File: config.mk
export PLATFORM = sky130hd
export DESIGN_NAME = pic8_ctrl
export DESIGN_NICKNAME = d
export VERILOG_FILES = /design/src/rtl/pic8_pkg.sv /design/src/rtl/pic8_cfg_seq.sv /design/src/rtl/pic8_req.sv /design/src/rtl/pic8_prio.sv /design/src/rtl/pic8_ctrl.sv
export SDC_FILE = /design/constraint.sdc
export NUM_CORES = 1
export LEC_CHECK = 0
export ABC_AREA = 0
export ABC_CLOCK_PERIOD_IN_PS = 3700
export BUFFER_PORTS_ARGS = -buffer_cell sky130_fd_sc_hd__buf_2
export CORE_MARGIN = 2
export CORE_UTILIZATION = 50
export CTS_BUF_LIST = sky130_fd_sc_hd__clkbuf_8
export DETAILED_ROUTE_END_ITERATION = 8
export PLACE_DENSITY = 0.71
export SYNTH_ARGS = -nofsm -noshare
export SYNTH_HDL_FRONTEND = slang
export SYNTH_SLANG_ARGS = --single-unit
File: constraint.sdc
create_clock -name clk_i -period 3.7 [get_ports clk_i]
set_clock_uncertainty 0.15 [all_clocks]
set_input_delay 0.74 -clock clk_i [delete_from_list [all_inputs] [get_ports clk_i]]
set_output_delay 0.74 -clock clk_i [all_outputs]
set_load 0.01 [all_outputs]
File: src/rtl/pic8_pkg.sv
package pic8_pkg;
  localparam int DW = 8;
  localparam int NL = DW;
  localparam int LW = $clog2(NL);

  typedef enum logic [2:0] {ST_OFF, ST_W2, ST_W3, ST_W4, ST_RUN} seq_e;

  typedef struct packed {
    logic [DW-1:0] base;
    logic [DW-1:0] casc;
    logic          level;
    logic          single;
    logic          aeoi;
  } cfg_t;
endpackage

File: src/rtl/pic8_cfg_seq.sv
module pic8_cfg_seq
  import pic8_pkg::*;
(
  input  logic          clk_i,
  input  logic          rst_ni,
  input  logic          wr_i,
  input  logic          a0_i,
  input  logic [DW-1:0] wdata_i,
  input  logic          poll_clr_i,
  output cfg_t          cfg_o,
  output logic          ready_o,
  output logic [DW-1:0] mask_o,
  output logic          rsel_isr_o,
  output logic          poll_o,
  output logic          smm_o,
  output logic          init_o,
  output logic          eoi_o
);
  seq_e st_q;
  cfg_t cfg_q;
  logic ic4_q;

  logic start, hi_wr, run, cmd3, cmd2;
  assign start = wr_i & ~a0_i & wdata_i[4];
  assign hi_wr = wr_i & a0_i;
  assign run   = (st_q == ST_RUN);
  assign cmd3  = run & wr_i & ~a0_i & ~wdata_i[4] & wdata_i[3];
  assign cmd2  = run & wr_i & ~a0_i & (wdata_i[4:3] == 2'b00);

  assign init_o  = start;
  assign eoi_o   = cmd2 & (wdata_i[7:5] == 3'b001);
  assign ready_o = run;
  assign cfg_o   = cfg_q;

  always_ff @(posedge clk_i or negedge rst_ni) begin
    if (!rst_ni) begin
      st_q       <= ST_OFF;
      cfg_q      <= '0;
      ic4_q      <= 1'b0;
      mask_o     <= '1;
      rsel_isr_o <= 1'b0;
      poll_o     <= 1'b0;
      smm_o      <= 1'b0;
    end else if (start) begin
      st_q         <= ST_W2;
      cfg_q.level  <= wdata_i[3];
      cfg_q.single <= wdata_i[1];
      cfg_q.aeoi   <= 1'b0;
      ic4_q        <= wdata_i[0];
      mask_o       <= '0;
      rsel_isr_o   <= 1'b0;
      poll_o       <= 1'b0;
      smm_o        <= 1'b0;
    end else begin
      unique case (st_q)
        ST_W2: if (hi_wr) begin
          cfg_q.base <= wdata_i;
          st_q <= !cfg_q.single ? ST_W3 : (ic4_q ? ST_W4 : ST_RUN);
        end
        ST_W3: if (hi_wr) begin
          cfg_q.casc <= wdata_i;
          st_q <= ic4_q ? ST_W4 : ST_RUN;
        end
        ST_W4: if (hi_wr) begin
          cfg_q.aeoi <= wdata_i[1];
          st_q <= ST_RUN;
        end
        ST_RUN: begin
          if (hi_wr) mask_o <= wdata_i;
          if (poll_clr_i) poll_o <= 1'b0;
          if (cmd3) begin
            if (wdata_i[1]) rsel_isr_o <= wdata_i[0];
            if (wdata_i[2]) poll_o <= 1'b1;
            if (wdata_i[6]) smm_o <= wdata_i[5];
          end
        end
        default: ;
      endcase
    end
  end
endmodule

File: src/rtl/pic8_req.sv
module pic8_req #(
  parameter int N = 8
) (
  input  logic         clk_i,
  input  logic         rst_ni,
  input  logic         init_i,
  input  logic         level_i,
  input  logic [N-1:0] lines_i,
  input  logic [N-1:0] clr_i,
  output logic [N-1:0] irr_o
);
  logic [N-1:0] line_q, edge_q;

  // line_q forced high on setup so a held line needs a fresh rise
  always_ff @(posedge clk_i or negedge rst_ni) begin
    if (!rst_ni) begin
      line_q <= '1;
      edge_q <= '0;
    end else if (init_i) begin
      line_q <= '1;
      edge_q <= '0;
    end else begin
      line_q <= lines_i;
      edge_q <= (edge_q | (lines_i & ~line_q)) & ~clr_i;
    end
  end

  assign irr_o = level_i ? line_q : edge_q;
endmodule

File: src/rtl/pic8_prio.sv
module pic8_prio #(
  parameter int N  = 8,
  parameter int IW = $clog2(N)
) (
  input  logic [N-1:0]  vec_i,
  output logic          found_o,
  output logic [IW-1:0] idx_o
);
  // lowest index wins
  always_comb begin
    found_o = 1'b0;
    idx_o   = '0;
    for (int i = N-1; i >= 0; i--) begin
      if (vec_i[i]) begin
        found_o = 1'b1;
        idx_o   = i[IW-1:0];
      end
    end
  end
endmodule

File: src/rtl/pic8_ctrl.sv
module pic8_ctrl
  import pic8_pkg::*;
(
  input  logic          clk_i,
  input  logic          rst_ni,
  input  logic          cs_i,
  input  logic          wr_i,
  input  logic          rd_i,
  input  logic          a0_i,
  input  logic [DW-1:0] wdata_i,
  output logic [DW-1:0] rdata_o,
  input  logic [NL-1:0] irq_i,
  input  logic          master_i,
  input  logic [LW-1:0] cas_i,
  input  logic          inta_i,
  output logic          int_o,
  output logic [DW-1:0] vec_o,
  output logic          vec_vld_o,
  output logic [LW-1:0] cas_o,
  output logic          cas_vld_o
);
  cfg_t          cfg_q;
  logic          ready, rsel_isr, poll_q, smm, init_go, eoi_go, poll_go;
  logic [DW-1:0] mask_q;
  logic [NL-1:0] irr, isr_q, isr_d, allow, cand, clr;
  logic          isr_found, req_found;
  logic [LW-1:0] isr_idx, req_idx;
  logic          respond, ack_go, svc, to_slave;

  assign poll_go = cs_i & rd_i & ~a0_i & poll_q & ready;

  pic8_cfg_seq u_seq (
    .clk_i, .rst_ni,
    .wr_i       (cs_i & wr_i),
    .a0_i,
    .wdata_i,
    .poll_clr_i (poll_go),
    .cfg_o      (cfg_q),
    .ready_o    (ready),
    .mask_o     (mask_q),
    .rsel_isr_o (rsel_isr),
    .poll_o     (poll_q),
    .smm_o      (smm),
    .init_o     (init_go),
    .eoi_o      (eoi_go)
  );

  pic8_req #(.N(NL)) u_req (
    .clk_i, .rst_ni,
    .init_i  (init_go),
    .level_i (cfg_q.level),
    .lines_i (irq_i),
    .clr_i   (clr),
    .irr_o   (irr)
  );

  pic8_prio #(.N(NL), .IW(LW)) u_isr_prio (.vec_i(isr_q), .found_o(isr_found), .idx_o(isr_idx));
  pic8_prio #(.N(NL), .IW(LW)) u_req_prio (.vec_i(cand),  .found_o(req_found), .idx_o(req_idx));

  for (genvar g = 0; g < NL; g++) begin : g_allow
    assign allow[g] = smm ? ~isr_q[g] : (~isr_found || (LW'(g) < isr_idx));
  end

  assign cand     = irr & ~mask_q & allow;
  assign int_o    = ready & req_found;
  assign respond  = master_i | cfg_q.single | (cas_i == cfg_q.casc[LW-1:0]);
  assign ack_go   = inta_i & ready & respond;
  assign svc      = (ack_go | poll_go) & req_found;
  assign to_slave = master_i & ~cfg_q.single & cfg_q.casc[req_idx];
  assign clr      = svc ? (NL'(1) << req_idx) : '0;

  always_comb begin
    isr_d = isr_q;
    if (eoi_go && isr_found) isr_d[isr_idx] = 1'b0;
    if (svc && !cfg_q.aeoi)  isr_d[req_idx] = 1'b1;
  end

  always_ff @(posedge clk_i or negedge rst_ni) begin
    if (!rst_ni)      isr_q <= '0;
    else if (init_go) isr_q <= '0;
    else              isr_q <= isr_d;
  end

  always_ff @(posedge clk_i or negedge rst_ni) begin
    if (!rst_ni) begin
      vec_o     <= '0;
      vec_vld_o <= 1'b0;
      cas_o     <= '0;
      cas_vld_o <= 1'b0;
    end else begin
      vec_vld_o <= 1'b0;
      cas_vld_o <= 1'b0;
      if (ack_go) begin
        if (req_found && to_slave) begin
          cas_vld_o <= 1'b1;
          cas_o     <= req_idx;
        end else begin
          vec_vld_o <= 1'b1;
          vec_o     <= cfg_q.base + (req_found ? DW'(req_idx) : DW'(NL-1));
        end
      end
    end
  end

  always_comb begin
    if (a0_i)          rdata_o = mask_q;
    else if (poll_q)   rdata_o = {req_found, {(DW-1-LW){1'b0}}, req_idx};
    else if (rsel_isr) rdata_o = isr_q;
    else               rdata_o = irr;
  end
endmodule

==> results of run 1 <==
[timing repair]
| item | CTS | global route |
|---|---|---|
| pin swaps | 0 | 0 |
| endpoints found under the setup margin | 1 | 4 |
| hold buffers | 0 | 0 |
| gates resized for setup | 1 | 4 |
[layer usage]
layer	vias to the layer above	share of wire [%]	wire length, µm
met3	26	6.9	702
met1	1536	46	4644
met4	0	2.4	243
met2	128	45	4526
met5	-	0	0
li1	1483	-	-
[stage by stage]
| step | util, % | setup slack [ns] | hold WS [ns] | cells |
|---|---|---|---|---|
| 2_1_floorplan | - | 0.3738 | 0.2944 | 379 |
| 3_3_place_gp | 57.64 | 0.2797 | 0.3160 | 526 |
| 3_5_place_dp | 57.64 | 0.2276 | 0.3267 | 526 |
| 4_1_cts | 61.00 | 0.009616 | 0.3460 | 542 |
| 5_1_grt | 61.27 | 0.01358 | 0.3693 | 542 |
| 6_report | 61.27 | 0.1107 | 0.3424 | 542 |
[flip-flops by register name (all words and copies together), names as in the netlist, 3 cells and up]
| name | flops |
|---|---|
| cas_o | 3 |
| isr_q | 8 |
| u_req.edge_q | 8 |
| u_req.line_q | 8 |
| u_seq.cfg_o | 19 |
| u_seq.mask_o | 8 |
| u_seq.st_q | 3 |
| vec_o | 8 |
[cell usage in the layout, fill, tap and decap left out, drive strengths merged, types with 7 or more instances in the layout]
master | netlist | layout
buf | 5 | 61
dfrtp | 55 | 55
nand2 | 42 | 42
nor2 | 30 | 30
mux2 | 26 | 26
a21oi | 25 | 25
o21ai | 25 | 25
dfstp | 16 | 16
mux2i | 14 | 14
nor2b | 13 | 13
inv | 11 | 12
nand2b | 11 | 11
a22o | 11 | 11
clkbuf | 8 | 9
nor3 | 7 | 7
a211oi | 7 | 7
[Yosys cell counts, types with 3 or more instances]
cell type,n
ha_1,3
clkbuf_1,8
mux2_1,3
nor3_1,6
mux2i_1,14
and3_1,3
mux2_2,16
a31oi_1,4
dfrtp_1,55
or2_2,4
inv_1,11
o21ai_0,24
a211oi_1,6
xor2_1,6
a22o_1,11
nor2_1,30
nand3_1,4
nor2b_1,13
a22oi_1,4
nand2_1,42
nand2b_1,11
dfstp_2,16
and2_1,6
xnor2_1,3
a21oi_1,25
mux2_4,7
or3_1,4
[worst paths after layout]
check                                    start        endpoint  slack [ns]  cells past startpoint
max in group asynchronous               rst_ni  u_seq.cfg_o[2]        2.36                      2
min in group asynchronous               rst_ni        isr_q[0]        0.43                      2
worst max register to register        isr_q[1]        vec_o[6]        0.26                     12
worst max-delay path            u_seq.cfg_o[2]      rdata_o[7]        0.11                      8
worst min register to register     u_seq.ic4_q     u_seq.ic4_q        0.34                      2
worst min-delay path               u_seq.ic4_q     u_seq.ic4_q        0.34                      2
[area by class of cell]
cell class / count / area [µm²]
fillers: 637 / 2854
repair buffers: 61 / 337.8
flip-flops and latches: 71 / 1798
clock buffers: 9 / 123.9
well taps: 99 / 123.9
multi-input cells: 283 / 1968
inverters: 12 / 45.04
clock inverters: 7 / 118.9
[worst reg2reg max path: cells and delay by family (launching register included)]
kind | cells | cell delay (ns)
compound gates | 2 | 0.70
xor+xnor | 1 | 0.14
fa+ha+maj | 2 | 0.62
buf+inv | 1 | 0.17
flops | 1 | 0.39
mux | 1 | 0.26
simple gates | 5 | 0.92
[logic make-up (layout without fill, tap and decap cells)]
family          count (synthesis)  after routing  share of synthesized area, %
compound gates                 97             97                         17.62
xor+xnor                        9              9                         2.048
simple gates                  133            133                         17.26
flops                          71             71                         46.68
mux                            40             40                         11.93
buf+inv                        25             89                         2.958
fa+ha+maj                       4              4                         1.496
[where the power goes]
group,internal [mW],switching (mW),total [mW]
Clock,0.448,0.311,0.759
Sequential,1.02,0.200,1.22
Combinational,0.714,0.883,1.60
Total,2.18,1.39,3.57
==> results.json, run 1 <==
{
  "gp_congestion": 0.9733,
  "track_usage_pct": 25.37,
  "synth_seq_cells": 71,
  "wirelength_um": 10120,
  "grt-busiest-layer": "met2",
  "slew_headroom_pct": 40.12,
  "ys_types": 60,
  "post-route-min-period_ns": 3.589,
  "vias_per_cell": 5.854,
  "drtIter0Drc": 233,
  "met1_usage_pct": 36.60,
  "drive_gt1_share_pct": 30.93,
  "layout.nets": 469,
  "arrival_ns": 2.70,
  "dp_hpwl_um": 7293,
  "drc_errors": 0,
  "fp.dieW_um": 91.74,
  "leakage_nw": 2.095,
  "syn_area_um2": 3849,
  "end_kind": "output pin",
  "slowest_stage": "dfrtp_2",
  "io_buffers": 48,
  "cts_buffers": 9,
  "hold_violations": 0,
  "root_buffer": "clkbuf_8",
  "critPathBufInv": 2,
  "grt_setup_unrepaired": "false",
  "overflow": 0,
  "wire_per_inst_um": 18.67,
  "firstDrtPassIters": 5,
  "diodes": 0,
  "grt_use_met2_pct": 37.38,
  "ir_drop_uv": 456.5,
  "clkTransAtPathRegs_ns": 0.08,
  "crit_chain": "buf_4 -> mux2_2 -> a22oi_2 -> a2bb2o_1 -> or3_1 -> a211oi_2 -> a21oi_1 -> buf_2",
  "synth-edff-count": 0,
  "finalSetupTns_ns": 0,
  "initial_core_util_pct": 52.22,
  "drv_slew": 0,
  "grt_pass1_wl_um": 16410,
  "power_mw": 3.573,
  "core_um2": 7370,
  "cp.required_ns": 2.81,
  "min_path_type": "reg2reg",
  "synth-async-reset-ratio_pct": 100.0,
  "seq_area_frac_synth_pct": 46.68,
  "clock-sinks": 71,
  "ant_nets": 0,
  "synth.largest_area_cell": "dfrtp_1",
  "cap_viol_max_count": 0,
  "setup_viol": 0,
  "synth_nets": 410,
  "io-pin-count": 49,
  "grt_pass1_vias": 3087,
  "tightestPinTransition_ns": 0.8982,
  "syn_avg_cell_area_um2": 10.15,
  "place_area_um2": 4248,
  "die_area_um2": 8415,
  "worst_skew_pair.late_latency_ns": 0.36,
  "post-cts-setup-buffers": 0,
  "antenna_found_initial": 0,
  "die_height_um": 91.74,
  "status": "finished, final reports clean",
  "areaGrowthSynthToFinish_pct": 17.33,
  "syn_inst": 379,
  "startpoint_type": "register",
  "rows": 31,
  "ys_warn_count": 0,
  "synth_top_area_share_pct": 35.76,
  "clockBufferDepth": 2,
  "synth_top_flop_cell": "dfrtp_1",
  "powerDensity_nw_per_um2": 791.4,
  "htreeDepth": 3,
  "dr_total_vias": 3173,
  "stdcell_area_um2": 4516,
  "critPathMaxFanout": 7,
  "crit_family": "compound AO/OA/AOI/OAI gates",
  "synth.area.top_cells": "dfrtp_1 36%, dfstp_2 11%, mux2_2 4.7%, nand2_1 4.1%, mux2i_1 3.6%",
  "post-route-period-util_pct": 97.01,
  "gr-usage-met3_pct": 5.423,
  "slowest_delay_ns": 0.41,
  "max_freq_mhz": 278.6,
  "cts_tree": "built",
  "grt_max_degree": 72,
  "worst-setup-path-type": "reg2out"
}
Power figures use the tool's default switching activity.
==> inputs of run 2 (changes only) <==
SYNTH_HIERARCHICAL = 1   (was default)
==> run 2 against run 1 <==
  * The run now ends with setup timing left
  * Synthesized area up 5.4%
  * Critical path depth up 4
  * Flip-flop and latch count unchanged
  * Non-clock buffer count up 55
  * Worst hold slack worse by 0.19 ns
==> results.json, run 2 <==
{
  "crit_family": "compound AO/OA/AOI/OAI gates",
  "grt_max_degree": 55,
  "post-route-min-period_ns": 3.840,
  "postCtsHoldBufs": 0,
  "die_height_um": 94.09,
  "clkTransAtPathRegs_ns": 0.08,
  "finalSetupTns_ns": -1.310,
  "wire_per_inst_um": 19.33,
  "arrival_ns": 2.95,
  "overflow": 0,
  "p_comb_share_pct": 68.0,
  "wirelength_um": 12010,
  "antenna_found_initial": 0,
  "power_frac_clock_pct": 9.6,
  "r2r_slack_ns": -0.13,
  "drtIter0Drc": 219,
  "drc_errors": 0,
  "synth.largest_area_cell": "dfrtp_1",
  "reg2reg_depth": 13,
  "p_sw_share_pct": 42.84,
  "min_path_type": "in2async",
  "rows": 32,
  "diodes": 0,
  "timing.rr.end": "vec_o[0]",
  "slowest_delay_ns": 0.45,
  "syn_area_um2": 4058,
  "ant_nets": 0,
  "gp_congestion": 0.9179,
  "dp_slack_ns": -0.1199,
  "ys_warn_count": 6,
  "ys_types": 58,
  "synth_top_area_share_pct": 33.92,
  "slowest_stage": "dfrtp_2",
  "stdcell_area_um2": 5472,
  "cts_tree": "built",
  "violations": "setup timing",
  "dp_hpwl_um": 7758,
  "dr_total_vias": 3647,
  "track_usage_pct": 26.81,
  "drv_slew": 0,
  "core_um2": 7807,
  "synth-edff-count": 0,
  "cp.required_ns": 2.81,
  "cts_buffers": 9,
  "root_buffer": "clkbuf_8",
  "setup_viol": 13,
  "power_mw": 5.739,
  "setup.worst_path.end": "rdata_o[1]",
  "synth_top_flop_cell": "dfrtp_1",
  "seqPwrFrac_pct": 22.4,
  "worst-setup-path-type": "reg2out",
  "htreeDepth": 3,
  "r2r_start": "isr_q[3]",
  "powerDensity_nw_per_um2": 1049,
  "mostFrequentLayoutCells": "58 x buf_4, 48 x dfrtp_1, 48 x buf_2",
  "seq_area_frac_synth_pct": 44.28,
  "synth-async-reset-ratio_pct": 100.0,
  "whs_ns": 0.1494,
  "grt_pass1_vias": 3579,
  "worst_skew_pair.late_latency_ns": 0.35,
  "leakage_nw": 2.392,
  "synthMostInstantiatedCell": "dfrtp_1",
  "critPathMaxFanout": 4,
  "firstDrtPassIters": 4,
  "tightestPinTransition_ns": 0.6680,
  "grt_pass1_wl_um": 18110,
  "synthTopCellsByCount": "55 x dfrtp_1, 44 x nand2_1, 31 x o21ai_0",
  "crit_chain": "nor4_4 -> nand2_1 -> nor2b_4 -> buf_6 -> a2111oi_4 -> buf_4 -> o21ai_2 -> a211oi_2 -> buf_4 -> a21oi_2 -> o21ai_2 -> buf_2",
  "synth.area.top_cells": "dfrtp_1 34%, dfstp_2 10%, mux2_2 6.1%, mux2_4 4.1%, nand2_1 4.1%",
  "place_area_um2": 4644,
  "io-pin-count": 49,
  "areaGrowthSynthToFinish_pct": 34.84,
  "p_sw_mw": 2.458,
  "syn_avg_cell_area_um2": 10.04,
  "syn_inst": 404,
  "end_kind": "output pin",
  "status": "finished with violations",
  "fin_ws_ns": -0.1405,
  "intPower_mw": 3.280,
  "max_freq_mhz": 260.4,
  "hold_violations": 0,
  "die_area_um2": 8852,
  "clockBufferDepth": 2,
  "startpoint_type": "register",
  "path_depth": 12,
  "io_buffers": 48,
  "layout.nets": 545,
  "fp.dieW_um": 94.09,
  "slew_headroom_pct": 55.46,
  "grt_setup_unrepaired": "true",
  "vias_per_cell": 5.873,
  "drive_gt1_share_pct": 49.52,
  "synth_seq_cells": 71,
  "layout_commonest_cell": "buf_4",
  "cap_viol_max_count": 0,
  "initial_core_util_pct": 51.97,
  "post-route-period-util_pct": 103.8,
  "synth_nets": 435,
  "crit_start": "isr_q[3]",
  "ir_drop_uv": 535.5,
  "largest_reg_flops": 19,
  "critPathBufInv": 4,
  "clock-sinks": 71
}
[run 2: how the worst min path moves through the flow]
stage | end | start | cells after the start | slack (ns)
2_1_floorplan | cas_o[0] | rst_ni | 0 | 0.29
3_3_place_gp | u_req/edge_q[4] | u_req/edge_q[4] | 1 | 0.32
3_5_place_dp | u_req/edge_q[5] | u_req/edge_q[5] | 1 | 0.33
4_1_cts | u_req/edge_q[2] | rst_ni | 1 | 0.16
5_1_grt | u_req/edge_q[2] | rst_ni | 1 | 0.17
6_report | u_req/edge_q[2] | rst_ni | 1 | 0.15
[run 2: metrics by stage]
stage,utilization (%),std cells
final,70.08,621
after global routing,70.08,621
after CTS,67.12,610
after detailed placement,59.49,566
after global placement,59.49,566
after floorplan,-,404
[run 2: what timing repair did]
| action | 4_1_cts | 5_1_grt |
|---|---|---|
| resized for setup | 49 | 41 |
| setup endpoints to repair | 14 | 18 |
| hold endpoints to repair | 0 | 0 |
| buffers inserted | 28 | 14 |
| gates cloned | 0 | 0 |
| pin swaps | 23 | 25 |
[run 2: final cells by class]
cell class	count	area, µm²
multi-input cells	302	2521
clock inverters	7	48.80
clock buffers	9	123.9
repair buffers	116	792.0
well taps	102	127.6
fillers	576	2336
flip-flops and latches	71	1805
inverters	14	52.55
[run 2: logic make-up (layout without fill, tap and decap cells)]
logic type / Yosys count / count (layout) / synth area share [%]
xor+xnor: 8 / 8 / 1.727
compound gates: 85 / 85 / 13.78
buf+inv: 31 / 146 / 3.669
fa+ha+maj: 4 / 4 / 1.419
flops: 71 / 71 / 44.28
mux: 45 / 45 / 13.94
simple gates: 160 / 160 / 21.18
[run 2: power groups by stage]
stage                     clock network, mW  logic, mW  registers, mW
after floorplan                           0       1.64           1.19
after global placement                    0       2.27           1.25
after detailed placement                  0       2.31           1.27
after CTS                             0.553       3.25           1.26
after global routing                  0.594       4.10           1.32
final                                 0.550       3.90           1.29
[run 2: metal layers]
metal | track usage (%) | vias up | wire [µm]
met5 | 0 | - | 0
met1 | 35.47 | 1792 | 4941
met3 | 4.575 | 44 | 670
met2 | 44.29 | 148 | 5928
met4 | 9.783 | 0 | 466
li1 | - | 1663 | -
==> inputs of run 3 (changes only) <==
ABC_CLOCK_PERIOD_IN_PS = 3950   (was 3700)
CTS_BUF_LIST = sky130_fd_sc_hd__clkbuf_16   (was sky130_fd_sc_hd__clkbuf_8)
clock period = 3.95 ns   (was 3.7 ns; I/O delays follow)
==> run 3 against run 2 <==
  * Highest routed layer unchanged
  * Worst hold slack improved by 0.18 ns
  * Largest cell class unchanged
  * Critical path type is now reg2reg
  * The flow still finishes with violations (setup timing)
  * Design area fell by 1.7%
  * Flip-flop and latch count did not move
==> results.json, run 3 (synthesis gave the netlist of run 2 again) <==
{
  "status": "finished with violations",
  "violations": "setup timing",
  "cts_buffers": 9,
  "intPower_mw": 3.059,
  "p_comb_share_pct": 63.3,
  "grt_max_degree": 72,
  "root_buffer": "clkbuf_16",
  "largest_reg_flops": 19,
  "areaGrowthSynthToFinish_pct": 32.59,
  "timing.rr.end": "vec_o[0]",
  "grt_setup_unrepaired": "true",
  "cp.required_ns": 4.01,
  "worst-setup-path-type": "reg2reg",
  "wire_per_inst_um": 19.07,
  "antenna_found_initial": 0,
  "slew_headroom_pct": 48.87,
  "cts_tree": "built",
  "fin_ws_ns": -0.09333,
  "crit_start": "isr_q[7]",
  "critPathBufInv": 5,
  "clkTransAtPathRegs_ns": 0.06,
  "end_kind": "register",
  "crit_family": "simple AND/OR/NAND/NOR gates",
  "slowest_delay_ns": 0.41,
  "die_height_um": 94.09,
  "drv_slew": 0,
  "post-route-min-period_ns": 4.043,
  "core_um2": 7807,
  "layout_commonest_cell": "dfrtp_1",
  "seqPwrFrac_pct": 22.8,
  "cap_viol_max_count": 0,
  "firstDrtPassIters": 5,
  "initial_core_util_pct": 51.97,
  "io-pin-count": 49,
  "dp.cells": 568,
  "r2r_start": "isr_q[7]",
  "wirelength_um": 11590,
  "place_area_um2": 4604,
  "gp_congestion": 0.9051,
  "final_core_util_pct": 68.91,
  "max_freq_mhz": 247.3,
  "die_area_um2": 8852,
  "powerDensity_nw_per_um2": 973.0,
  "fp.dieW_um": 94.09,
  "drive_gt1_share_pct": 45.65,
  "dp_slack_ns": -0.04971,
  "p_sw_share_pct": 41.56,
  "drtIter0Drc": 321,
  "overflow": 0,
  "track_usage_pct": 25.41,
  "leakage_nw": 2.362,
  "setup_viol": 13,
  "power_frac_clock_pct": 13.9,
  "arrival_ns": 4.10,
  "slowest_stage": "dfrtp_1",
  "tightestPinTransition_ns": 0.7653,
  "dr_total_vias": 3582,
  "hold_violations": 0,
  "grt_pass1_wl_um": 17190,
  "critPathMaxFanout": 7,
  "ant_nets": 0,
  "layout.nets": 532,
  "dp_hpwl_um": 7725,
  "p_sw_mw": 2.176,
  "diodes": 0,
  "fin_cells": 608,
  "ir_drop_uv": 414.3,
  "cpMostUsedCell": "buf_4",
  "drc_errors": 0,
  "min_path_type": "in2async",
  "worst_skew_pair.late_latency_ns": 0.33,
  "clockBufferDepth": 2,
  "r2r_slack_ns": -0.09,
  "mostFrequentLayoutCells": "53 x dfrtp_1, 48 x buf_2, 48 x buf_4",
  "stdcell_area_um2": 5380,
  "startpoint_type": "register",
  "crit_chain": "buf_6 -> nor4_4 -> nand2_1 -> nor2b_4 -> buf_4 -> a221oi_2 -> buf_4 -> nor2_1 -> o21ai_0 -> a211oi_2 -> buf_4 -> buf_4 -> mux4_2 -> mux2i_2 -> nor3_4 -> nor2_4 -> mux2_4",
  "post-route-period-util_pct": 102.4,
  "rows": 32,
  "htreeDepth": 3,
  "reg2reg_depth": 17,
  "clock-sinks": 71,
  "vias_per_cell": 5.891,
  "io_buffers": 48,
  "grt_pass1_vias": 3431
}
## run 3: changes by cell type in the layout (fill, tap and decap cells not counted), moves of 3 or more
| cell | change |
|---|---|
| buf_4 | -10 |
| clkbuf_16 | +9 |
| clkbuf_8 | -9 |
| dfrtp_1 | +5 |
| dfrtp_2 | -5 |
| buf_6 | -3 |
| o21ai_0 | +3 |
## run 3: power by group through the flow
| stage | Sequential, mW | Clock (mW) | Combinational, mW |
|---|---|---|---|
| global route | 1.22 | 0.772 | 3.52 |
| CTS | 1.17 | 0.731 | 2.49 |
| global placement | 1.17 | 0 | 2.19 |
| detailed placement | 1.18 | 0 | 2.21 |
| finish | 1.19 | 0.727 | 3.32 |
| floorplan | 1.11 | 0 | 1.44 |
## run 3: routing by layer
metal / track usage [%] / routed length, µm / vias to the layer above
met3: 4.896 / 621 / 30
met1: 35.40 / 4978 / 1768
met2: 38.99 / 5692 / 143
met4: 10.39 / 301 / 0
li1: - / - / 1641
met5: 0 / 0 / -
## run 3: worst max path at each step
stage	to	slack, ns	cells past startpoint
floorplan	vec_o[6]	0.007	16
global placement	vec_o[6]	0.02	16
detailed placement	vec_o[6]	-0.05	15
CTS	rdata_o[7]	-0.05	16
global route	vec_o[7]	-0.19	17
finish	vec_o[0]	-0.09	17
## run 3: repair_timing
| action | 4_1_cts | 5_1_grt |
|---|---|---|
| pin swaps | 4 | 25 |
| resized for setup | 13 | 68 |
| hold buffers | 0 | 0 |
| buffers inserted | 4 | 20 |
| endpoints found under the setup margin | 11 | 16 |
| endpoints found under the hold margin | 0 | 0 |
## run 3: stage by stage
step / hold slack, ns / total power [mW] / TNS [ns]
floorplan: 0.3086 / 2.552 / 0
global placement: 0.3236 / 3.359 / 0
detailed placement: 0.3327 / 3.390 / -0.08419
CTS: 0.3419 / 4.395 / -0.08670
global route: 0.3404 / 5.513 / -2.137
finish: 0.3308 / 5.235 / -0.9065
## run 3: worst reg2reg max path: stages, from the launching register on
cell	delay, ns
dfrtp_1	0.41
buf_6	0.13
nor4_4	0.36
nand2_1	0.15
nor2b_4	0.17
buf_4	0.16
a221oi_2	0.33
buf_4	0.19
nor2_1	0.05
o21ai_0	0.14
a211oi_2	0.14
buf_4	0.18
buf_4	0.14
mux4_2	0.29
mux2i_2	0.22
nor3_4	0.10
nor2_4	0.27
mux2_4	0.33
## run 3: final cells by class
type,instances,area (µm²)
inverters,14,52.55
clock buffers,9,225.2
multi-input cells,302,2446
well taps,102,127.6
repair buffers,103,688.2
flip-flops and latches,71,1799
clock inverters,7,41.29
fillers,590,2427
